[src/rtl/seq5_counter.sv]
module seq5_counter (
  input  logic       clk,
  input  logic       clr_n,
  input  logic       load_en,
  input  logic [2:0] load_val,
  output logic [2:0] state
);

  logic [2:0] tgl;
  logic [2:0] step_nxt;

  always_comb begin
    case (state)
      3'b000:  tgl = 3'b100;
      3'b100:  tgl = 3'b011;
      3'b111:  tgl = 3'b101;
      3'b010:  tgl = 3'b001;
      3'b011:  tgl = 3'b011;
      default: tgl = state;
    endcase
  end

  assign step_nxt = state ^ tgl;

  always_ff @(posedge clk or negedge clr_n) begin
    if (!clr_n)
      state <= 3'b000;
    else if (load_en)
      state <= load_val;
    else
      state <= step_nxt;
  end

endmodule

[config.mk]
export PLATFORM = sky130hd
export DESIGN_NAME = seq5_counter
export DESIGN_NICKNAME = d
export VERILOG_FILES = /design/src/rtl/seq5_counter.sv
export SDC_FILE = /design/constraint.sdc
export NUM_CORES = 1
export LEC_CHECK = 0
export ABC_AREA = 1
export BUFFER_PORTS_ARGS = -buffer_cell sky130_fd_sc_hd__buf_2
export CAP_MARGIN = 20
export CORE_AREA = 2 2 39 41
export CTS_BUF_LIST = sky130_fd_sc_hd__clkbuf_4 sky130_fd_sc_hd__clkbuf_8
export DETAILED_ROUTE_END_ITERATION = 10
export DIE_AREA = 0 0 41 43
export GPL_ROUTABILITY_DRIVEN = 0
export HOLD_SLACK_MARGIN = 0.06
export SLEW_MARGIN = 10
export SYNTH_ARGS = -nofsm -noshare
export SYNTH_HDL_FRONTEND = slang
export SYNTH_SLANG_ARGS = --single-unit
[constraint.sdc]
create_clock -name clk -period 2 [get_ports clk]
set_input_delay 0.1 -clock clk [delete_from_list [all_inputs] [get_ports clk]]
set_output_delay 0.1 -clock clk [all_outputs]
set_load 0.05 [all_outputs]
# ---- Yosys cells after proc, flatten, opt, wreduce, memory -nomap -nowiden
# Cells that the tools add are included.
dict set report word_totals {
  output_inout_bits 3
  wordCells 10
  regBits 3
  inputBits 6
}
dict set report classes {
  n_mux 2
  n_reduce_logical 2
  bitwise 1
  n_eq_ne 4
}
# operator count
set op_table {}
lappend op_table {{$pmux W3 S4} 1}
lappend op_table {{$eq A3 B2 Y1 const B} 2}
lappend op_table {{$eq A3 B3 Y1 const B} 2}
lappend op_table {{$logic_not A3 Y1} 1}
lappend op_table {{$mux W3} 1}
lappend op_table {{$xor A3 B3 Y3} 1}
lappend op_table {{$reduce_or A2 Y1} 1}

# ---- Depth between registers and ports, before layout
dict set report depth {
  ltp_word 5
  depth_mapped 4
}

# ---- Worst setup path before layout
# No wires, ideal clock.
dict set report synth_path {
  path_type {reg2reg}
  start {reg state[2]}
  end {reg state[1]}
  path_stages_with_launch 4
  n_path_buf 0
  arrival_time_ns 0.924
  setup_slack_ns 0.952
  t_required_ns 1.875
  cell_sequence {dfrtp_1 -> nand2_1 -> nand3_2 -> nand3_1}
}
dict set report synth_between {
  elab_chain_cells 5
  word_cells_on_any_way 9
}
# item line
set synth_lines {}
lappend synth_lines {{from (decl)} 6} ;# output logic [2:0] state
lappend synth_lines {{from (signal assigned)} 29} ;# state <= load_val;
lappend synth_lines {{from (signal assigned)} 31} ;# state <= step_nxt;
lappend synth_lines {{$eq A3 B2 Y1 / $eq A3 B3 Y1 (equally long branches)} 13} ;# case (state)
lappend synth_lines {{$reduce_or A2 Y1 (no source line)} -}
lappend synth_lines {{$pmux W3 S4 *} 13}
lappend synth_lines {{$xor A3 B3 Y3 *} 23} ;# assign step_nxt = state ^ tgl;
lappend synth_lines {{$mux W3 *} 28} ;# else if (load_en)
# Mark *: on every way between the ends. The rest lies on a longest branch, timed or not.

# ---- Final worst setup path
dict set report layout_path {
  start {reg state[0]}
  end {out state[0]}
}
# No word-level cell between the ends.

==> flow_summary.ini <==
[outcome]
status = complete, no violations

[route]
final_antenna_net_count = 0
dr.pass1.iters = 4
drt_wl_total_um = 360
met3_wirelength_um = 24
drc_errors = 0
vias_per_cell = 3.45
wl_met1_um = 124
route.met2.wl_um = 191
avgRoutedWirePerCell_um = 7.35
routed.top_layer = met4
drtIter0Drc = 7
vias = 169

[sta]
worst-slew-pin-transition_ns = 0.251
final-hold-violation-count = 0
period_minus_slack_ns = 0.980
relSlewSlack_pct = 83.4
skew_ns = 0.00434
post-route-period-util_pct = 49.0
setup_tns_ns = 0
rsz0062_at_grt = no
fmax_mhz = 1020
whs_ns = 0.0755
slew_viol_final = 0
finalSetupViolCount = 0

[yosys]
async_flop_share_pct = 100
synth_top_cells_by_count = nand2_1, inv_1, dfrtp_1
ys_seq_elements = 3
yosysMostFrequentCell = nand2_1
synth_top_cell_area_share_pct = 50.0
yosysTopAreaCell = dfrtp_1
yosysWarnings = 0
seq_area_frac_synth_pct = 50.0
synth_edf_count = 0
netlist_area_sq_um = 150
netlist_instances = 20
synth_area_leaders = dfrtp_1, nand2_1, inv_1
ys_types = 8
syn_nets = 26
syn_area_per_cell_sq_um = 7.51
synth_ff_type = dfrtp_1

[die]
core_sq_um = 1380
die-area_sq_um = 1760
die_h_um = 43
die_w_um = 41
row_count = 14
start_util_pct = 10.8
num_io_pins = 9

[critical_path]
crit_chain = buf_2
setup.worst_path.start_class = register
critPathKind = register to output pin
rr_endpoint = state[1]
cp-end-kind = output pin
crit_start = state[0]
crit_family = flip-flops
crit_fanout = 3
ff2ff_setup_slack_ns = 1.23
ff2ff_path_depth = 4
cpPeakStageDelay_ns = 0.37
arrival_ns = 0.88
r2r_start = state[2]
worst-path-buf-inv = 1
slowest_stage = dfrtp_1
crit_required_ns = 1.90

[flow_run]
max-cap-violations = 0

[cells_and_area]
largest_reg_flops = 3
finish.instance_area_sq_um = 250
final_cells = 49
final_core_util_pct = 18.1
diodes = 0
fillCellCount = 163
drive_gt1_share_pct = 42.4
largest_registers = state: 3 flops
regMostFlops = state
area_growth_pct = 66.7
fin_nets = 40

[place]
postPlaceCellArea_sq_um = 210
dp_hpwl_um = 270
dp.cells = 44
port_buffers = 8

[grt]
grt_max_degree = 7
antenna_found_initial = 0
grt_use_total_pct = 6.33
globalRouteOverflowTotal = 0
grt_pass1_wl_um = 565
grt_pass1_vias = 168

[pwr]
power_switching_uw = 86.9
p_int_uw = 175
switching_share_pct = 33.2
peakVddDrop_v = 0.000172
leakage_nw = 0.145
power_density_nw_per_um2 = 1050
power_frac_comb_pct = 24.6
power_frac_seq_pct = 28.5
clkPwrFrac_pct = 47.0

[clock_tree]
cts_made_buffers = 3
clkSinkCount = 3
clock_latency_ns = 0.24
cts_tree = built
cts_root_buffer = clkbuf_4
clockBufferDepth = 2
cts.htree.levels = 1
clk_pin_slew_ns = 0.04
post_cts_resized = 0

[min_path]
hp-start = load_val[0]
hold_path_class = primary input to register
hold_path_end = state[0]
hold_depth = 3
power by group through the flow:
stage                     Sequential (mW)  Clock [mW]  Combinational (mW)
after floorplan                     0.103           0              0.0173
after global placement             0.0757           0              0.0631
after detailed placement           0.0755           0              0.0637
after CTS                          0.0747       0.130              0.0653
after global routing               0.0758       0.138              0.0710
final                              0.0746       0.123              0.0644
timing repair:
item | 4_1_cts | 5_1_grt
hold buffers | 1 | 0
endpoints found under the hold margin | 3 | 0
buffers inserted | 0 | 0
worst max-delay path by stage:
stage                     slack [ns]       end  cells after the start
after floorplan                 0.95  state[1]                      3
after global placement          1.22  state[1]                      4
after detailed placement        1.23  state[2]                      3
after CTS                       1.00  state[0]                      1
after global routing            0.97  state[0]                      1
final                           1.02  state[0]                      1
per-layer routing:
metal  vias up  track usage (%)
met1        73             3.23
met5         -                0
met3         2             3.14
li1         86                -
met4         0             14.0
met2         8             8.13
per-stage QoR:
stage	power, mW	setup WS [ns]
floorplan	0.120	0.952
global placement	0.139	1.22
CTS	0.270	1.00
detailed placement	0.139	1.23
global route	0.284	0.966
finish	0.262	1.02
kinds of logic after synthesis:
kind of cell | share of synthesized area (%)
and+or+nand+nor | 36.7
buffers and inverters | 10.0
AOI/OAI and AO/OA | 3.33
DFF | 50.0
cell type report:
type / instances / area [sq um] / area share, %
Multi-Input combinational cell: 13 / 60.1 / 24.0
Sequential cell: 3 / 75.1 / 30.0
Inverter: 4 / 15.0 / 6.00
Timing Repair Buffer: 9 / 50.0 / 20.0
Clock buffer: 4 / 30.0 / 12.0
Tap cell: 16 / 20.0 / 8.00
layout by cell type (no fill, tap or decap), drive strengths merged:
master / count
dfrtp: 3
nand3: 2
o21ai: 1
nor2: 2
dlygate4sd3: 1
inv: 4
nand2: 8
clkbuf: 4
buf: 8
Power figures use the tool's default switching activity.
